## src/rtl/sxs_pkg.sv

```systemverilog
package sxs_pkg;
    localparam int unsigned MASK_W = 8;
    localparam int unsigned IDX_W  = $clog2(MASK_W);

    localparam logic [IDX_W-1:0] SLOT_CC   = IDX_W'(0);
    localparam logic [IDX_W-1:0] SLOT_WORD = IDX_W'(4);
    localparam logic [IDX_W-1:0] SLOT_PC   = IDX_W'(7);

    typedef enum logic [1:0] {
        OP_PUSH = 2'd0,
        OP_PULL = 2'd1,
        OP_SWI  = 2'd2,
        OP_RTI  = 2'd3
    } sxs_op_e;

    typedef enum logic [2:0] {
        ST_IDLE   = 3'd0,
        ST_XFER   = 3'd1,
        ST_VEC_HI = 3'd2,
        ST_VEC_LO = 3'd3,
        ST_FIN    = 3'd4
    } sxs_state_e;
endpackage

```

## src/rtl/sxs_pick.sv

```systemverilog
// Chooses the next slot from the remaining mask: highest set bit when
// descending (push), lowest set bit when ascending (pull).
module sxs_pick
    import sxs_pkg::*;
(
    input  logic [MASK_W-1:0] mask,
    input  logic              ascend,
    output logic [IDX_W-1:0]  idx,
    output logic              found
);
    always_comb begin
        idx   = '0;
        found = 1'b0;
        if (ascend) begin
            for (int i = MASK_W - 1; i >= 0; i--) begin
                if (mask[i]) begin
                    idx   = IDX_W'(i);
                    found = 1'b1;
                end
            end
        end else begin
            for (int i = 0; i < MASK_W; i++) begin
                if (mask[i]) begin
                    idx   = IDX_W'(i);
                    found = 1'b1;
                end
            end
        end
    end
endmodule

```

## src/rtl/sxs_srcmux.sv

```systemverilog
// Selects the register value for a slot; byte slots are zero-extended.
module sxs_srcmux
    import sxs_pkg::*;
#(
    parameter int unsigned BYTE_W = 8,
    localparam int unsigned WORD_W = 2 * BYTE_W
) (
    input  logic [IDX_W-1:0]  slot,
    input  logic              use_u,
    input  logic [WORD_W-1:0] rd_pc,
    input  logic [WORD_W-1:0] rd_s,
    input  logic [WORD_W-1:0] rd_u,
    input  logic [WORD_W-1:0] rd_y,
    input  logic [WORD_W-1:0] rd_x,
    input  logic [BYTE_W-1:0] rd_dp,
    input  logic [BYTE_W-1:0] rd_b,
    input  logic [BYTE_W-1:0] rd_a,
    input  logic [BYTE_W-1:0] rd_cc,
    output logic [WORD_W-1:0] value
);
    localparam logic [BYTE_W-1:0] ZB = '0;

    always_comb begin
        unique case (slot)
            3'd7:    value = rd_pc;
            3'd6:    value = use_u ? rd_s : rd_u;
            3'd5:    value = rd_y;
            3'd4:    value = rd_x;
            3'd3:    value = {ZB, rd_dp};
            3'd2:    value = {ZB, rd_b};
            3'd1:    value = {ZB, rd_a};
            default: value = {ZB, rd_cc};
        endcase
    end
endmodule

```

## src/rtl/stack_xfer_seq.sv

```systemverilog
module stack_xfer_seq
    import sxs_pkg::*;
#(
    parameter int unsigned BYTE_W = 8,
    parameter logic [2*BYTE_W-1:0] VEC_ADDR = 16'hFFFA,
    parameter logic [BYTE_W-1:0] SWI_CC_SET = 8'hD0,
    parameter int unsigned E_BIT = 7,
    localparam int unsigned WORD_W = 2 * BYTE_W
) (
    input  logic              clk,
    input  logic              rst_n,
    input  logic              cmd_valid,
    input  logic [1:0]        cmd_op,
    input  logic [7:0]        cmd_mask,
    input  logic              cmd_use_u,
    output logic              busy,
    output logic              mem_en,
    output logic              mem_we,
    output logic [WORD_W-1:0] mem_addr,
    output logic [BYTE_W-1:0] mem_wdata,
    input  logic [BYTE_W-1:0] mem_rdata,
    input  logic [WORD_W-1:0] rd_pc,
    input  logic [WORD_W-1:0] rd_s,
    input  logic [WORD_W-1:0] rd_u,
    input  logic [WORD_W-1:0] rd_y,
    input  logic [WORD_W-1:0] rd_x,
    input  logic [BYTE_W-1:0] rd_dp,
    input  logic [BYTE_W-1:0] rd_b,
    input  logic [BYTE_W-1:0] rd_a,
    input  logic [BYTE_W-1:0] rd_cc,
    output logic              wr_en,
    output logic [2:0]        wr_slot,
    output logic [WORD_W-1:0] wr_data,
    output logic              done,
    output logic              done_use_u,
    output logic [WORD_W-1:0] done_sp
);
    localparam logic [BYTE_W-1:0] ZB = '0;

    typedef struct packed {
        sxs_state_e        st;
        sxs_op_e           op;
        logic              use_u;
        logic [MASK_W-1:0] rem;
        logic              hi_done;
        logic [BYTE_W-1:0] hold;
        logic [WORD_W-1:0] sp;
    } ctl_t;

    ctl_t ctl_d, ctl_q;

    logic              is_push;
    logic [IDX_W-1:0]  cur_slot;
    logic              slot_found;
    logic              word_slot;
    logic              last_byte;
    logic [WORD_W-1:0] src_word;
    logic [MASK_W-1:0] rem_next;

    assign is_push   = (ctl_q.op == OP_PUSH) || (ctl_q.op == OP_SWI);
    assign word_slot = (cur_slot >= SLOT_WORD);
    assign last_byte = !word_slot || ctl_q.hi_done;

    sxs_pick u_pick (
        .mask   (ctl_q.rem),
        .ascend (!is_push),
        .idx    (cur_slot),
        .found  (slot_found)
    );

    sxs_srcmux #(.BYTE_W(BYTE_W)) u_src (
        .slot  (cur_slot),
        .use_u (ctl_q.use_u),
        .rd_pc (rd_pc),
        .rd_s  (rd_s),
        .rd_u  (rd_u),
        .rd_y  (rd_y),
        .rd_x  (rd_x),
        .rd_dp (rd_dp),
        .rd_b  (rd_b),
        .rd_a  (rd_a),
        .rd_cc (rd_cc),
        .value (src_word)
    );

    always_comb begin
        ctl_d     = ctl_q;
        mem_en    = 1'b0;
        mem_we    = 1'b0;
        mem_addr  = ctl_q.sp;
        mem_wdata = '0;
        wr_en     = 1'b0;
        wr_slot   = cur_slot;
        wr_data   = '0;
        done      = 1'b0;
        rem_next  = ctl_q.rem & ~(MASK_W'(1) << cur_slot);

        unique case (ctl_q.st)
            ST_IDLE: begin
                if (cmd_valid) begin
                    ctl_d.op      = sxs_op_e'(cmd_op);
                    ctl_d.hi_done = 1'b0;
                    unique case (sxs_op_e'(cmd_op))
                        OP_SWI: begin
                            ctl_d.use_u = 1'b0;
                            ctl_d.rem   = '1;
                        end
                        OP_RTI: begin
                            ctl_d.use_u = 1'b0;
                            ctl_d.rem   = MASK_W'(1) << SLOT_CC;
                        end
                        default: begin
                            ctl_d.use_u = cmd_use_u;
                            ctl_d.rem   = cmd_mask;
                        end
                    endcase
                    ctl_d.sp = ctl_d.use_u ? rd_u : rd_s;
                    ctl_d.st = (ctl_d.rem == '0) ? ST_FIN : ST_XFER;
                end
            end

            ST_XFER: begin
                mem_en = 1'b1;
                if (is_push) begin
                    mem_we    = 1'b1;
                    mem_addr  = ctl_q.sp - WORD_W'(1);
                    ctl_d.sp  = ctl_q.sp - WORD_W'(1);
                    mem_wdata = (word_slot && ctl_q.hi_done)
                              ? src_word[WORD_W-1:BYTE_W]
                              : src_word[BYTE_W-1:0];
                end else begin
                    mem_addr = ctl_q.sp;
                    ctl_d.sp = ctl_q.sp + WORD_W'(1);
                    if (!last_byte) begin
                        ctl_d.hold = mem_rdata;
                    end else begin
                        wr_en   = 1'b1;
                        wr_data = word_slot ? {ctl_q.hold, mem_rdata}
                                            : {ZB, mem_rdata};
                    end
                end

                if (last_byte) begin
                    ctl_d.hi_done = 1'b0;
                    if (ctl_q.op == OP_RTI && cur_slot == SLOT_CC) begin
                        rem_next = rem_next | (mem_rdata[E_BIT]
                                 ? ~(MASK_W'(1) << SLOT_CC)
                                 : (MASK_W'(1) << SLOT_PC));
                    end
                    ctl_d.rem = rem_next;
                    if (rem_next == '0) begin
                        ctl_d.st = (ctl_q.op == OP_SWI) ? ST_VEC_HI : ST_FIN;
                    end
                end else begin
                    ctl_d.hi_done = 1'b1;
                end
            end

            ST_VEC_HI: begin
                mem_en     = 1'b1;
                mem_addr   = VEC_ADDR;
                ctl_d.hold = mem_rdata;
                wr_en      = 1'b1;
                wr_slot    = SLOT_CC;
                wr_data    = {ZB, rd_cc | SWI_CC_SET};
                ctl_d.st   = ST_VEC_LO;
            end

            ST_VEC_LO: begin
                mem_en   = 1'b1;
                mem_addr = VEC_ADDR + WORD_W'(1);
                wr_en    = 1'b1;
                wr_slot  = SLOT_PC;
                wr_data  = {ctl_q.hold, mem_rdata};
                ctl_d.st = ST_FIN;
            end

            ST_FIN: begin
                done     = 1'b1;
                ctl_d.st = ST_IDLE;
            end

            default: ctl_d.st = ST_IDLE;
        endcase
    end

    always_ff @(posedge clk or negedge rst_n) begin
        if (!rst_n) begin
            ctl_q <= '0;
        end else begin
            ctl_q <= ctl_d;
        end
    end

    assign busy       = (ctl_q.st != ST_IDLE);
    assign done_sp    = ctl_q.sp;
    assign done_use_u = ctl_q.use_u;

    // Idle cycles are silent on every output strobe.
    assert_idle_quiet_R11: assert property (@(posedge clk) disable iff (!rst_n)
        (ctl_q.st == ST_IDLE) |-> (!mem_en && !wr_en && !done));

    // Every transfer cycle moves the working pointer by exactly one.
    assert_sp_step_R5: assert property (@(posedge clk) disable iff (!rst_n)
        (ctl_q.st == ST_XFER) |=> ((ctl_q.sp == $past(ctl_q.sp) + WORD_W'(1)) ||
                                   (ctl_q.sp == $past(ctl_q.sp) - WORD_W'(1))));

    // A transfer cycle always has a slot to work on.
    assert_pick_live_R5: assert property (@(posedge clk) disable iff (!rst_n)
        (ctl_q.st == ST_XFER) |-> slot_found);

    // An empty push or pull mask finishes next cycle with no memory traffic.
    assert_zero_mask_R8: assert property (@(posedge clk) disable iff (!rst_n)
        (!busy && cmd_valid && !cmd_op[1] && cmd_mask == '0) |=> (done && !mem_en));

    // done never lasts longer than one cycle.
    assert_done_pulse_R9: assert property (@(posedge clk) disable iff (!rst_n)
        done |=> !done);

    // A command in flight cannot be replaced by a new one.
    assert_busy_hold_R10: assert property (@(posedge clk) disable iff (!rst_n)
        busy |=> ($stable(ctl_q.op) && $stable(ctl_q.use_u)));
endmodule

```

## config.mk

```make
export PLATFORM = sky130hd
export DESIGN_NAME = stack_xfer_seq
export DESIGN_NICKNAME = d
export VERILOG_FILES = /design/src/rtl/sxs_pkg.sv /design/src/rtl/sxs_pick.sv /design/src/rtl/sxs_srcmux.sv /design/src/rtl/stack_xfer_seq.sv
export SDC_FILE = /design/constraint.sdc
export NUM_CORES = 1
export LEC_CHECK = 0
export ABC_AREA = 0
export BUFFER_PORTS_ARGS = -buffer_cell sky130_fd_sc_hd__buf_2
export CORE_MARGIN = 2
export CORE_UTILIZATION = 49
export CTS_BUF_LIST = sky130_fd_sc_hd__clkbuf_16
export DETAILED_ROUTE_END_ITERATION = 10
export HOLD_SLACK_MARGIN = 0.1
export PLACE_DENSITY = 0.8
export SLEW_MARGIN = 20
export SYNTH_ARGS = -nofsm -noshare
export SYNTH_HDL_FRONTEND = slang
export SYNTH_SLANG_ARGS = --single-unit
```

## constraint.sdc

```tcl
create_clock -name clk -period 3.5 [get_ports clk]
set_clock_uncertainty 0.1 [all_clocks]
set_input_delay 0.525 -clock clk [delete_from_list [all_inputs] [get_ports clk]]
set_output_delay 0.525 -clock clk [all_outputs]
set_load 0.01 [all_outputs]
```

==> run_results.csv <==
group,metric,value,unit
grt,antenna_found_initial,0,
power,internal_power,3.10,mW
synth,yosys-top-cells-area,"dfrtp_1 (21%), a21oi_1 (6.7%), mux2i_1 (5.7%), nand2_1 (5.5%), nor2_1 (5.5%)",
clocking,numCtsBuffers,5,
cells_and_area,fill_cells,828,
synth,syn_nets,766,
timing,slew_headroom,0.380,
place,portBuffers,198,
timing,max_freq,295,MHz
setup_path,cp_cell_sequence,"or4_4, a22oi_2, buf_4, buf_4, nor2_1, a221oi_1, a31oi_1, a21oi_1, buf_2",
drt,antenna_left,0,
grt,grt_use_total,0.349,
synth,postSynthCellCount,628,
setup_path,path_class,"reg -> out",
timing,rsz0062_at_grt,"false",
floorplan,die_x,101,µm
setup_path,crit_path_end_kind,"output port",
synth,synthAdderAreaFrac,0.0110,
power,pwr-share-seq,0.153,
setup_path,cp_max_fo,17,
floorplan,start_util,0.499,
cells_and_area,areaGrowthSynthToFinish,28.7,%
timing,drv_slew,0,
cells_and_area,nets,942,
cells_and_area,finalNonFillerCells,916,
floorplan,design.core.area,9150,µm²
setup_path,arrival,2760,ps
power,switching_share,0.527,
synth,yosysTopAreaCellShare,0.214,
clocking,clock_path_buffers,2,
timing,hold_viol,0,
power,pwr-share-comb,0.752,
clocking,clockRootBuffer,"clkbuf_16",
clocking,cts_sinks,39,
synth,syn-cell-area,4570,µm²
timing,fin_tns_setup,0,ps
grt,grt_pass1_wl,27.5,mm
grt,grt_max_degree,40,
drt,vias,5829,
synth,synthTopCellsByCount,"nand2_1 (67), nor2_1 (67), a21oi_1 (61), o21ai_0 (50), dfrtp_1 (39)",
synth,ys_types,73,
setup_path,slowest_stage,"or4_4",
clocking,cts_hold_buf,0,
grt,grt_pass1_vias,5147,
setup_path,crit_top_cell,"buf_4",
run,drv_cap,0,
synth,seq_area_frac_synth,0.214,
grt,overflow,0,
cells_and_area,fin_util,0.642,
synth,synthMuxAreaShare,0.112,
timing,worst_slew_pin_slew,930,ps
clocking,h-tree-depth,2,
synth,synth_ff_type,"dfrtp_1",
power,ir_worst_vdd,0.000476,V
drt,drt_wl_total,18.6,mm
drt,first_pass_iters,5,
synth,synth_area_per_cell,7.27,µm²
clocking,clk_latency,290,ps
drt,initialDrtViolationCount,460,
clocking,clk_pin_slew,70,ps
power,switching_power,3.45,mW
place,dp_hpwl,14.5,mm
setup_path,r2r_end,"ctl_q[20]",
run_status,outcome,"complete, no violations",
setup_path,slowest_delay,600,ps
power,power_density,1110,nW/µm²
place,gp_congestion,0.984,
setup_path,cp.required,2870,ps
timing,min_period,3380,ps
synth,synthSimpleGateAreaFrac,0.249,
power,leakagePower,2.78,nW
synth,synth_top_cell_by_area,"dfrtp_1",
synth,synth_top_family_by_area,"compound AO/OA/AOI/OAI gates",
drt,wl_per_cell,20.4,µm
place,dpl_cell_area,5520,µm²
setup_path,reg2reg_slack,770,ps
drt,drc,0,
clocking,cts_tree,"yes",
synth,ys_ff_latch,39,
floorplan,die_h,101,µm
cells_and_area,final_area,5880,µm²
synth,yosysWarnings,0,
synth,synth_edf_count,0,
cells_and_area,diodes,0,
floorplan,die-area,10100,µm²
setup_path,r2r_start,"ctl_q[28]",
synth,synth_compound_area_frac,0.316,
drt,avgViaCountPerCell,6.36,
setup_path,reg2reg_depth,6,
synth,synth_xor_area_frac,0.00767,
cells_and_area,drive_gt1_frac,0.357,
floorplan,io_pins,199,
place,dpl.cell_count,893,
timing,setup_viol,0,
timing,fin_crit_sh,0.967,
synth,async_flop_share,1.00,
floorplan,rows,35,
min_path,hold_path_class,"in -> async",
power,power_frac_clock,0.095,
setup_path,startpoint_type,"flop",
[state kept, by name, summed over array words and instances (netlist names)]
name	count
ctl_q	22
done_sp	16
done_use_u	1
[repair_timing]
action | 4_1_cts | 5_1_grt
pin swaps | 1 | 2
resized for setup | 0 | 8
buffers inserted | 3 | 12
setup endpoints to repair | 3 | 9
[per-layer routing]
layer	routed length [µm]	track usage
met5	0	0
met4	464	0.107
met2	8860	0.545
met3	1660	0.0617
met1	7670	0.493
[placed cells by master, fill, tap and decap left out, types with 5 or more instances in the layout]
cell type  synthesis  final
buf_2              8    198
nand2_1           67     67
nor2_1            67     66
a21oi_1           61     59
o21ai_0           50     50
dfrtp_1           39     39
buf_4             19     35
mux2i_1           26     26
nor3_1            22     22
inv_1             18     18
a31oi_1           18     18
nand3_1           17     17
mux2_2            16     16
a22o_1            13     13
and2_1            12     12
a221oi_1           9      9
nor2b_1            8      8
nand4_1            7      7
nor4_1             7      6
o22ai_1            5      5
o221ai_1           5      5
a211oi_1           6      5
clkbuf_16          0      5
[power groups by stage]
stage                     sequential (mW)  clock (mW)  combinational (mW)
after global routing                 1.04       0.639                5.31
after detailed placement            0.989           0                4.49
after global placement              0.977           0                4.49
after CTS                           0.979       0.623                4.60
final                                1.00       0.621                4.93
after floorplan                     0.803           0                3.37
[per-stage QoR]
stage               setup slack (ps)  power (mW)  hold WS [ps]
floorplan                        743        4.17           129
global placement                 293        5.46           385
detailed placement               254        5.48           388
CTS                             54.7        6.21           292
global route                    3.81        6.99           338
finish                           115        6.55           263
[worst max path at each step]
stage / start / end / slack (ps) / cells after the start
floorplan: ctl_q[28] / mem_wdata[2] / 740 / 7
global placement: ctl_q[29] / mem_wdata[2] / 290 / 9
detailed placement: ctl_q[29] / mem_wdata[4] / 250 / 9
CTS: ctl_q[29] / mem_wdata[0] / 50 / 9
global route: ctl_q[29] / mem_wdata[3] / 4 / 10
finish: ctl_q[28] / mem_wdata[0] / 120 / 9
[layout make-up]
type / count / area, µm² / area share
Clock buffer: 5 / 125 / 0.0213
Clock inverter: 3 / 71.3 / 0.0121
Inverter: 20 / 75.1 / 0.0128
Multi-Input combinational cell: 504 / 3220 / 0.548
Sequential cell: 39 / 976 / 0.166
Tap cell: 111 / 139 / 0.0236
Timing Repair Buffer: 234 / 1270 / 0.217
[worst max-delay path: cells and delay by family (launching register included)]
kind	cells	cell delay, ps
compound gates	4	660
buf+inv	3	670
flops	1	470
simple gates	2	660
[cell families after synthesis]
kind of cell / count (synthesis)
flops: 39
xor+xnor: 4
compound gates: 217
simple gates: 234
mux: 45
fa+ha+maj: 4
buf+inv: 85
(Power assumes the default switching activity.)
